**src/rtl/dac_if_pkg.sv**
```systemverilog
package dac_if_pkg;
  // serial clock events seen in the system clock domain
  typedef struct packed {
    logic rise;
    logic fall;
  } sclk_evt_t;

  function automatic sclk_evt_t detect_edges(input logic now_lvl, input logic prev_lvl);
    sclk_evt_t e;
    e.rise = now_lvl & ~prev_lvl;
    e.fall = ~now_lvl & prev_lvl;
    return e;
  endfunction
endpackage

```
**src/rtl/dac_sync.sv**
```systemverilog
module dac_sync #(
  parameter int unsigned W = 1,
  parameter int unsigned STAGES = 2,
  parameter logic [W-1:0] RST_VAL = '0
) (
  input  logic         clk,
  input  logic         rst,
  input  logic [W-1:0] d,
  output logic [W-1:0] q
);
  logic [W-1:0] stg [STAGES];

  always_ff @(posedge clk) begin
    if (rst) stg[0] <= RST_VAL;
    else     stg[0] <= d;
  end

  for (genvar i = 1; i < STAGES; i++) begin : g_stage
    always_ff @(posedge clk) begin
      if (rst) stg[i] <= RST_VAL;
      else     stg[i] <= stg[i-1];
    end
  end

  assign q = stg[STAGES-1];
endmodule

```
**src/rtl/dac_shift_core.sv**
```systemverilog
module dac_shift_core #(
  parameter int unsigned FRAME_W = 24
) (
  input  logic               clk,
  input  logic               rst,
  input  logic               sel_n_s,
  input  logic               sclk_rise,
  input  logic               sclk_fall,
  input  logic               sel_fell,
  input  logic               din_s,
  output logic [FRAME_W-1:0] frame,
  output logic               line_en,
  output logic               line_pd
);
  logic shift_en;
  logic present_upd;
  logic out_bit;
  logic next_bit;

  assign shift_en    = sclk_rise & ~sel_n_s;
  assign present_upd = sel_fell | (sclk_fall & ~sel_n_s);
  assign next_bit    = present_upd ? frame[FRAME_W-1] : out_bit;

  always_ff @(posedge clk) begin
    if (rst)           frame <= '0;
    else if (shift_en) frame <= {frame[FRAME_W-2:0], din_s};
  end

  always_ff @(posedge clk) begin
    if (rst) begin
      out_bit <= 1'b1;
      line_en <= 1'b0;
      line_pd <= 1'b0;
    end else begin
      out_bit <= next_bit;
      line_en <= ~sel_n_s;
      line_pd <= ~sel_n_s & ~next_bit;
    end
  end

  // one-place shift toward the MSB on a selected rising edge
  p_shift_dir_r2: assert property (@(posedge clk) disable iff (rst)
    shift_en |=> frame[FRAME_W-1:1] == $past(frame[FRAME_W-2:0]));

  // deselected, the frame register is frozen
  p_frozen_r7: assert property (@(posedge clk) disable iff (rst)
    sel_n_s |=> $stable(frame));

  // never pull the line while the driver is released
  p_release_r8: assert property (@(posedge clk) disable iff (rst)
    !line_en |-> !line_pd);
endmodule

```
**src/rtl/dac_latch_bank.sv**
```systemverilog
module dac_latch_bank #(
  parameter int unsigned CODE_W   = 12,
  parameter int unsigned CHANNELS = 2,
  localparam int unsigned FRAME_W = CODE_W * CHANNELS
) (
  input  logic               clk,
  input  logic               rst,
  input  logic               upd,
  input  logic [FRAME_W-1:0] frame,
  output logic [FRAME_W-1:0] codes
);
  for (genvar c = 0; c < CHANNELS; c++) begin : g_chan
    always_ff @(posedge clk) begin
      if (rst)      codes[c*CODE_W +: CODE_W] <= '0;
      else if (upd) codes[c*CODE_W +: CODE_W] <= frame[c*CODE_W +: CODE_W];
    end
  end

  // latches copy the frame when the update condition holds
  p_copy_r4: assert property (@(posedge clk) disable iff (rst)
    upd |=> codes == $past(frame));

  // latches hold otherwise
  p_hold_r4: assert property (@(posedge clk) disable iff (rst)
    !upd |=> $stable(codes));
endmodule

```
**src/rtl/dual_dac_serial_if.sv**
```systemverilog
module dual_dac_serial_if #(
  parameter int unsigned CODE_W      = 12,
  parameter int unsigned SYNC_STAGES = 2
) (
  input  logic              clk,
  input  logic              rst,
  input  logic              ser_clk,
  input  logic              ser_din,
  input  logic              sel_n,
  input  logic              load_n,
  output logic [CODE_W-1:0] code_a,
  output logic [CODE_W-1:0] code_b,
  output logic              sdo_en,
  output logic              sdo_pd
);
  import dac_if_pkg::*;

  localparam int unsigned CHANNELS = 2;
  localparam int unsigned FRAME_W  = CODE_W * CHANNELS;

  logic [3:0]         pins_s;
  logic               sclk_s, din_s, sel_n_s, load_n_s;
  logic               sclk_q, sel_n_q;
  sclk_evt_t          evt;
  logic               sel_fell;
  logic               upd;
  logic [FRAME_W-1:0] frame;
  logic [FRAME_W-1:0] codes;

  dac_sync #(.W(4), .STAGES(SYNC_STAGES), .RST_VAL(4'b0011)) u_sync (
    .clk (clk),
    .rst (rst),
    .d   ({ser_clk, ser_din, sel_n, load_n}),
    .q   (pins_s)
  );

  assign {sclk_s, din_s, sel_n_s, load_n_s} = pins_s;

  always_ff @(posedge clk) begin
    if (rst) begin
      sclk_q  <= 1'b0;
      sel_n_q <= 1'b1;
    end else begin
      sclk_q  <= sclk_s;
      sel_n_q <= sel_n_s;
    end
  end

  assign evt      = detect_edges(sclk_s, sclk_q);
  assign sel_fell = ~sel_n_s & sel_n_q;
  assign upd      = sel_n_s & ~load_n_s;

  dac_shift_core #(.FRAME_W(FRAME_W)) u_shift (
    .clk       (clk),
    .rst       (rst),
    .sel_n_s   (sel_n_s),
    .sclk_rise (evt.rise),
    .sclk_fall (evt.fall),
    .sel_fell  (sel_fell),
    .din_s     (din_s),
    .frame     (frame),
    .line_en   (sdo_en),
    .line_pd   (sdo_pd)
  );

  dac_latch_bank #(.CODE_W(CODE_W), .CHANNELS(CHANNELS)) u_latch (
    .clk   (clk),
    .rst   (rst),
    .upd   (upd),
    .frame (frame),
    .codes (codes)
  );

  // channel A sits in the low half, channel B (sent first) in the high half
  assign code_a = codes[CODE_W-1:0];
  assign code_b = codes[FRAME_W-1:CODE_W];

  // a selected device never changes its outputs' codes
  p_gate_r6: assert property (@(posedge clk) disable iff (rst)
    !sel_n_s |=> $stable({code_b, code_a}));

  // driver enable follows the synchronised select
  p_enable_r8: assert property (@(posedge clk) disable iff (rst)
    !sel_n_s |=> sdo_en);
endmodule

```
**config.mk**
```make
export PLATFORM = sky130hd
export DESIGN_NAME = dual_dac_serial_if
export DESIGN_NICKNAME = d
export VERILOG_FILES = /design/src/rtl/dac_if_pkg.sv /design/src/rtl/dac_sync.sv /design/src/rtl/dac_shift_core.sv /design/src/rtl/dac_latch_bank.sv /design/src/rtl/dual_dac_serial_if.sv
export SDC_FILE = /design/constraint.sdc
export NUM_CORES = 1
export LEC_CHECK = 0
export ABC_AREA = 1
export BUFFER_PORTS_ARGS = -buffer_cell sky130_fd_sc_hd__buf_2
export CAP_MARGIN = 20
export CORE_ASPECT_RATIO = 1.2
export CORE_UTILIZATION = 45
export CTS_BUF_LIST = sky130_fd_sc_hd__clkbuf_16
export CTS_CLUSTER_SIZE = 14
export DETAILED_ROUTE_END_ITERATION = 8
export PLACE_DENSITY = 0.62
export SLEW_MARGIN = 20
export SYNTH_ARGS = -nofsm -noshare
export SYNTH_HDL_FRONTEND = slang
export SYNTH_HIERARCHICAL = 1
export SYNTH_SLANG_ARGS = --single-unit
```
**constraint.sdc**
```tcl
create_clock -name clk -period 1.25 [get_ports clk]
set_input_delay 0.0625 -clock clk [delete_from_list [all_inputs] [get_ports clk]]
set_output_delay 0.0625 -clock clk [all_outputs]
set_load 0.1 [all_outputs]
```
==> flow_summary.ini, run 1 <==
[outcome]
status = finished clean

[worst_setup_path]
cpLargestDelayFamily = buffers and inverters
start_kind = flop
crit_path_end_kind = output pin
cp_slowest_cell = buf_2
cp_data_required_time_ps = 1190
r2r_slack_ps = 110
crit_buf_inv = 1
cp_slowest_stage_delay_ps = 430
path_max_fanout = 2
worst-setup-path-type = reg2out
crit_chain = buf_2
worst_ep_arrival_time_ps = 1090

[cells_and_area]
final_cell_mix = 95 x nor2_1, 61 x dfxtp_1, 57 x nand2_1
nets = 351
area_growth_pct = 21.9
layout-drive-gt1-share_pct = 17.7
final_area_um2 = 2790
antenna_cells = 0
nFillCells = 495
final_common_cell = nor2_1

[global_route]
grt_overflow = 0
grt_max_degree = 49
grt_usage_pct = 15.6
antenna_found_initial = 0
grt_pass1_vias = 1542
grt_first_pass_wirelength_um = 6180

[timing]
slew_viol_final = 0
setup_viol = 0
max_slew_margin_pct = 53.3
max_freq_ghz = 0.871
skew_ps = 5.13
grt_setup_unrepaired = false
layout_min_cycle_time_ps = 1150
post-route-period-util_pct = 91.9
layout_setup_ws_ps = 101
hold_viol_final = 0
worstMarginPinSlew_ps = 700
fin_setup_tns_ps = 0

[power_and_ir_drop]
total_power_mw = 4.86
ir_worst_vdd_v = 0.00100
power_density_nw_per_um2 = 1740
power.leakage_nw = 1.26

[cts]
clock_path_buffers = 2
clkLatencyLatePin_ps = 320
cts_tree = built
cts-htree-levels = 3
root_buffer = clkbuf_16
clk_pin_slew_ps = 50
cts_buffers = 9
cts.sinks = 61
cts_setup_buffers = 0

[floorplanning]
coreArea_um2 = 4900
start_util_pct = 46.7
die_height_um = 80.1
io-pin-count = 32
rows = 28
die_area_um2 = 5380
dieWidth_um = 67.1

[detailed_routing]
wl_per_cell_um = 9.30
wl_met2_um = 1870
ant_nets = 0
vias = 1819
drtIter0Drc = 76
route.detailed.drc = 0
finalWirelength_um = 3810
first_pass_iters = 4
wl_met3_um = 135
route.top_layer_used = met4
met1Wirelength_um = 1730
via_per_inst = 4.44

[synthesis]
synthCells = 309
ys_seq_area_share_pct = 53.3
ys_seq_elements = 61
synth.cell_area_um2 = 2290
syn_nets = 315
ys_types = 16
avgSynthCellArea_um2 = 7.41
yosysWarningCount = 6

[min_path]
hp-class = in2reg

[run]
max_cap_violations = 0

[placed_design]
dp_hpwl_um = 2350
place_ws_ps = 32.7
dpl_cell_area_um2 = 2440
place_congestion = 0.697
io_buffers = 31
==> final timing paths <==
kind	from	endpoint	depth (start not counted)
setup / recovery	u_latch/codes[18]	code_b[6]	1
hold / removal	rst	u_sync/stg[0][3]	3
setup reg to reg	u_sync/stg[1][1]	u_latch/codes[19]	6
hold reg to reg	u_sync/stg[0][3]	u_sync/stg[1][3]	2
==> sequential cells by signal (all words and copies together) (netlist names) <==
register	flops
sclk_q	1
sel_n_q	1
u_latch/codes	24
u_shift/frame	24
u_shift/line_en	1
u_shift/line_pd	1
u_shift/out_bit	1
u_sync/stg	8
==> cell families after synthesis <==
family / share of synthesized area [%]
AOI/OAI and AO/OA: 5.25
DFF: 53.3
buffers and inverters: 12.4
and+or+nand+nor: 29.0
==> worst min-delay path: cells and delay by family <==
kind | cells | cell delay [ps]
buffers and inverters | 2 | 270
AND/OR/NAND/NOR | 1 | 40
==> what timing repair did <==
item	CTS	global route
hold buffers	5	0
hold endpoints to repair	6	0
resized for setup	0	4
endpoints found under the setup margin	0	22
==> layer usage <==
layer	GRT usage, %	up-vias
li1	-	977
met1	16.8	804
met2	25.6	30
met3	5.97	8
met4	8.94	0
met5	0	-
==> per-stage QoR <==
stage / std cells / utilization [%] / hold WS [ps]
after global placement: 389 / 49.7 / 242
final: 410 / 56.9 / 96.3
after detailed placement: 389 / 49.7 / 249
after global routing: 410 / 56.9 / 114
after CTS: 410 / 56.5 / 95.8
after floorplan: 309 / - / 134
==> cell type report <==
cell class / count / area, µm² / area share (%)
timing repair buffer: 38 / 233 / 8.34
tap: 60 / 75.1 / 2.69
multi-input combinational: 191 / 801 / 28.7
clock buffer: 9 / 225 / 8.07
sequential: 61 / 1220 / 43.8
clock inverter: 7 / 57.6 / 2.06
inverter: 44 / 178 / 6.37
==> power breakdown <==
group	internal, mW	total, mW	leakage, nW	switching, mW
Clock	1.51	2.29	0.139	0.790
Sequential	2.01	2.04	0.497	0.0296
Combinational	0.114	0.528	0.623	0.413
==> cells in the mapped netlist (all sizes together) <==
cell	n	area [µm²]
buf	12	109
clkbuf	1	5.00
dfxtp	61	1220
inv	44	170
nand2	58	225
nand3	2	10.0
nor2	107	429
o21ai	24	120
No activity file was read; power rests on OpenSTA's default activity.
==> run 2: changes to the inputs <==
--- a/config.mk
+++ b/config.mk
@@ -10,10 +10,10 @@
 export CAP_MARGIN = 20
 export CORE_ASPECT_RATIO = 1.2
 export CORE_UTILIZATION = 45
-export CTS_BUF_LIST = sky130_fd_sc_hd__clkbuf_16
+export CTS_BUF_LIST = sky130_fd_sc_hd__clkbuf_2
 export CTS_CLUSTER_SIZE = 14
 export DETAILED_ROUTE_END_ITERATION = 8
-export PLACE_DENSITY = 0.62
+export PLACE_DENSITY_LB_ADDON = 0.2
 export SLEW_MARGIN = 20
 export SYNTH_ARGS = -nofsm -noshare
 export SYNTH_HDL_FRONTEND = slang
==> run 2 against run 1 <==
  * First-iteration DRC count up 36%
  * Register-to-register slack worse by 20 ps
  * Count of clock-buffer cells in the layout up 4
  * Via count up 1.9%
  * Highest routed layer unchanged
  * Critical path type is now in2reg
==> flow_summary.ini, run 2 (same netlist as run 1, synthesis figures left out) <==
[power_and_ir_drop]
total_power_mw = 3.55
ir_worst_vdd_v = 0.000708
power_density_nw_per_um2 = 1280
power.leakage_nw = 1.23

[detailed_routing]
wl_per_cell_um = 9.36
vias = 1853
route.detailed.drc = 0
via_per_inst = 4.45
ant_nets = 0
first_pass_iters = 4
finalWirelength_um = 3890
drtIter0Drc = 103

[global_route]
grt_first_pass_wirelength_um = 6490
grt_pass1_vias = 1562
grt_overflow = 0
grt_usage_pct = 16.5
antenna_found_initial = 0
grt_max_degree = 49

[timing]
layout_min_cycle_time_ps = 1200
hold_viol_final = 0
slew_viol_final = 0
max_freq_ghz = 0.834
post-route-period-util_pct = 95.9
worstMarginPinSlew_ps = 690
skew_ps = 24.0
setup_viol = 0
max_slew_margin_pct = 54.0

[worst_setup_path]
path_max_fanout = 6
cp_data_required_time_ps = 1620
r2r_cells = 5
worst-setup-path-type = in2reg
start_kind = input pin
crit_path_end_kind = flop
worst_ep_arrival_time_ps = 1570

[cts]
clk_pin_slew_ps = 160
cts_buffers = 9
cts.sinks = 61
root_buffer = clkbuf_2
cts-htree-levels = 3
clock_path_buffers = 2
clkLatencyLatePin_ps = 480
cts_tree = built

[cells_and_area]
final_cell_mix = 95 x nor2_1, 61 x dfxtp_1, 57 x nand2_1
area_growth_pct = 21.0
antenna_cells = 0
layout-drive-gt1-share_pct = 18.5
layoutNonFillerInstCount = 416
nets = 357
nFillCells = 498
final_common_cell = nor2_1
reg_top3 = u_latch/codes (24), u_shift/frame (24), u_sync/stg (8)

[min_path]
hold_path_depth = 3
hp-class = in2reg

[run]
max_cap_violations = 0

[placed_design]
io_buffers = 31
post-place-cells = 389
dp_hpwl_um = 2300
place_congestion = 0.711

[outcome]
status = finished clean

[floorplanning]
dieWidth_um = 67.1
start_util_pct = 46.7
rows = 28
io-pin-count = 32
die_height_um = 80.1
coreArea_um2 = 4900
die_area_um2 = 5380
==> run 2: critical path, stage by stage <==
cell           delay, ps
dlygate4sd3_1        540
buf_2                160
buf_4                160
inv_2                 70
nand2_1               50
dlygate4sd3_1        540
==> run 2: area by class of cell <==
cell class,instances,area [µm²],area share (%)
Clock buffer,13,65.1,2.35
Timing Repair Buffer,42,409,14.8
Sequential cell,61,1220,44.1
Tap cell,60,75.1,2.71
Inverter,44,178,6.41
Multi-Input combinational cell,193,810,29.2
Clock inverter,3,12.5,0.452
==> run 2: what timing repair did <==
| action | 4_1_cts | 5_1_grt |
|---|---|---|
| endpoints found under the hold margin | 11 | 0 |
| hold buffers | 9 | 0 |
| endpoints found under the setup margin | 33 | 43 |
| buffers inserted | 0 | 0 |
| gates resized for setup | 27 | 22 |
| pin swaps | 0 | 1 |
| cloned | 0 | 2 |
==> run 2: power breakdown <==
part,total [mW],leakage (nW),internal (mW),switching (mW)
Sequential,2.05,0.497,2.01,0.0372
Combinational,0.576,0.670,0.162,0.414
Clock,0.928,0.0610,0.281,0.647
==> run 2: final timing paths <==
kind | startpoint | end | slack, ps
setup / recovery | rst | u_sync/stg[0][0] | 50
hold / removal | rst | u_sync/stg[1][2] | 350
setup reg to reg | u_sync/stg[1][3] | u_shift/frame[9] | 90
hold reg to reg | u_sync/stg[0][2] | u_sync/stg[1][2] | 410
==> run 2: per-layer routing <==
metal / wire length, µm / global-route usage [%] / share of wire, %
met3: 181 / 6.82 / 4.7
met1: 1770 / 17.4 / 45
met4: 85 / 8.30 / 2.2
met5: 0 / 0 / 0
met2: 1860 / 27.4 / 48
==> run 2: metrics by stage <==
| stage | worst slack [ps] | util [%] | hold WS [ps] | cell area, µm² | TNS (ps) |
|---|---|---|---|---|---|
| after floorplan | 43.2 | - | 134 | 2290 | 0 |
| after global placement | 95.9 | 49.7 | 243 | 2440 | 0 |
| after detailed placement | 12.7 | 49.7 | 249 | 2440 | 0 |
| after CTS | 2.49 | 54.5 | 316 | 2670 | 0 |
| after global routing | -1.67 | 56.5 | 335 | 2770 | -1.67 |
| final | 51.6 | 56.5 | 354 | 2770 | 0 |
==> run 3: changes to the inputs <==
--- a/config.mk
+++ b/config.mk
@@ -9,7 +9,7 @@
 export BUFFER_PORTS_ARGS = -buffer_cell sky130_fd_sc_hd__buf_2
 export CAP_MARGIN = 20
 export CORE_ASPECT_RATIO = 1.2
-export CORE_UTILIZATION = 45
+export CORE_UTILIZATION = 30
 export CTS_BUF_LIST = sky130_fd_sc_hd__clkbuf_2
 export CTS_CLUSTER_SIZE = 14
 export DETAILED_ROUTE_END_ITERATION = 8
==> run 3 against run 2 <==
  * Hold slack gained 62 ps
  * Critical path depth shrank 5
  * Flip-flop and latch count is the same
  * Sequential power is essentially flat
  * Register-to-register slack gained 20 ps
  * Sequential share of layout area shrank 2.4 points
  * Worst setup slack gained 18 ps
  * Via count shrank 3.2%
  * Critical path type is now reg2out
  * Highest routed layer unchanged
==> flow_summary.ini, run 3 (same netlist as run 1, synthesis figures left out) <==
[outcome]
status = finished clean

[timing]
hold_viol_final = 0
layout_min_cycle_time_ps = 1180
skew_ps = 17.0
post-route-period-util_pct = 94.5
max_slew_margin_pct = 54.7
setup_viol = 0
slew_viol_final = 0
max_freq_ghz = 0.847
worstMarginPinSlew_ps = 679

[floorplanning]
die_area_um2 = 7990
dieWidth_um = 81.8
io-pin-count = 32
rows = 34
start_util_pct = 31.3
coreArea_um2 = 7320
die_height_um = 97.7

[worst_setup_path]
worst_ep_arrival_time_ps = 1120
worst-setup-path-type = reg2out
crit_chain = buf_4
cpLargestDelayFamily = flip-flops
cp_slowest_stage_delay_ps = 360
cp_slowest_cell = dfxtp_1
path_max_fanout = 2
crit_path_end_kind = output pin
crit_buf_inv = 1
cp_data_required_time_ps = 1190
start_kind = flop

[cells_and_area]
layout-drive-gt1-share_pct = 19.4
layoutNonFillerInstCount = 445
final_common_cell = nor2_1
area_growth_pct = 28.5
final_cell_mix = 95 x nor2_1, 57 x nand2_1, 57 x dfxtp_1
final_area_um2 = 2940
antenna_cells = 0
nets = 356
reg_top3 = u_latch/codes (24), u_shift/frame (24), u_sync/stg (8)

[global_route]
antenna_found_initial = 0
grt_first_pass_wirelength_um = 7310
grt_overflow = 0
grt_max_degree = 26
grt_usage_pct = 11.9
grt_pass1_vias = 1778

[detailed_routing]
first_pass_iters = 4
finalWirelength_um = 3910
route.detailed.drc = 0
drtIter0Drc = 72
vias = 1793
via_per_inst = 4.03
ant_nets = 0
wl_per_cell_um = 8.79

[cts]
cts_buffers = 9
cts-htree-levels = 3
cts_tree = built
clock_path_buffers = 2
clkLatencyLatePin_ps = 490
root_buffer = clkbuf_2
cts.sinks = 61
clk_pin_slew_ps = 160
cts_setup_buffers = 0

[power_and_ir_drop]
seq_power_share_pct = 48.6
p_switching_mw = 1.18
ir_worst_vdd_v = 0.000629
power.leakage_nw = 1.26
p_sw_share_pct = 28.0
p_int_mw = 3.04
power_density_nw_per_um2 = 1430
p_clk_share_pct = 37.5
p_comb_share_pct = 14.0

[placed_design]
io_buffers = 31
dpl_cell_area_um2 = 2500
post-place-cells = 420
place_congestion = 0.652
dp_hpwl_um = 2440

[run]
max_cap_violations = 0

[min_path]
hp-class = reg2reg
## run 3: changes by cell type in the layout (fill, tap and decap cells not counted), moves of 2 or more
cell	previous run	this run
buf_4	8	4
buf_6	19	17
buf_8	0	6
bufinv_16	0	3
clkbuf_2	13	9
dfxtp_1	61	57
dfxtp_2	0	4
nand2_2	2	0
## run 3: routing by layer
layer	wire length, µm	up-vias	GRT usage (%)
li1	-	991	-
met1	1920	761	13.9
met2	1710	28	18.4
met3	138	13	3.19
met4	139	0	8.50
met5	0	-	0
## run 3: through the flow
stage | hold slack [ps] | worst slack (ps) | TNS (ps) | utilization, % | power, mW
floorplan | 134 | 43.2 | 0 | - | 2.52
global placement | 240 | 74.8 | 0 | 34.1 | 2.60
detailed placement | 248 | 32.6 | 0 | 34.1 | 2.60
CTS | 399 | 0.679 | 0 | 39.2 | 4.28
global route | 422 | -1.29 | -1.29 | 40.2 | 4.42
finish | 416 | 69.3 | 0 | 40.2 | 4.22
## run 3: timing repair
item,CTS,global route
hold endpoints to repair,12,0
setup endpoints to repair,26,38
hold buffers,9,0
resized for setup,41,22
## run 3: power groups by stage
stage / clock (mW) / combinational, mW / sequential (mW)
2_1_floorplan: 0 / 0.173 / 2.35
3_3_place_gp: 0 / 0.521 / 2.08
3_5_place_dp: 0 / 0.524 / 2.08
4_1_cts: 1.65 / 0.581 / 2.05
5_1_grt: 1.72 / 0.641 / 2.06
6_report: 1.58 / 0.590 / 2.05
## run 3: cell type report
| type | count | area [µm²] |
|---|---|---|
| clock buffer | 9 | 45.0 |
| clock inverter | 7 | 114 |
| multi-input combinational | 191 | 801 |
| sequential | 61 | 1230 |
| inverter | 44 | 178 |
| timing repair buffer | 43 | 467 |
| tap | 90 | 113 |
| fill | 780 | 4370 |
## run 3: worst paths after layout
| kind | to | from | slack [ps] | cells past startpoint |
|---|---|---|---|---|
| setup / recovery | code_b[9] | u_latch/codes[21] | 70 | 1 |
| hold / removal | u_sync/stg[1][3] | u_sync/stg[0][3] | 420 | 2 |
| setup reg to reg | u_shift/frame[20] | u_sync/stg[1][3] | 110 | 6 |
| hold reg to reg | u_sync/stg[1][3] | u_sync/stg[0][3] | 420 | 2 |
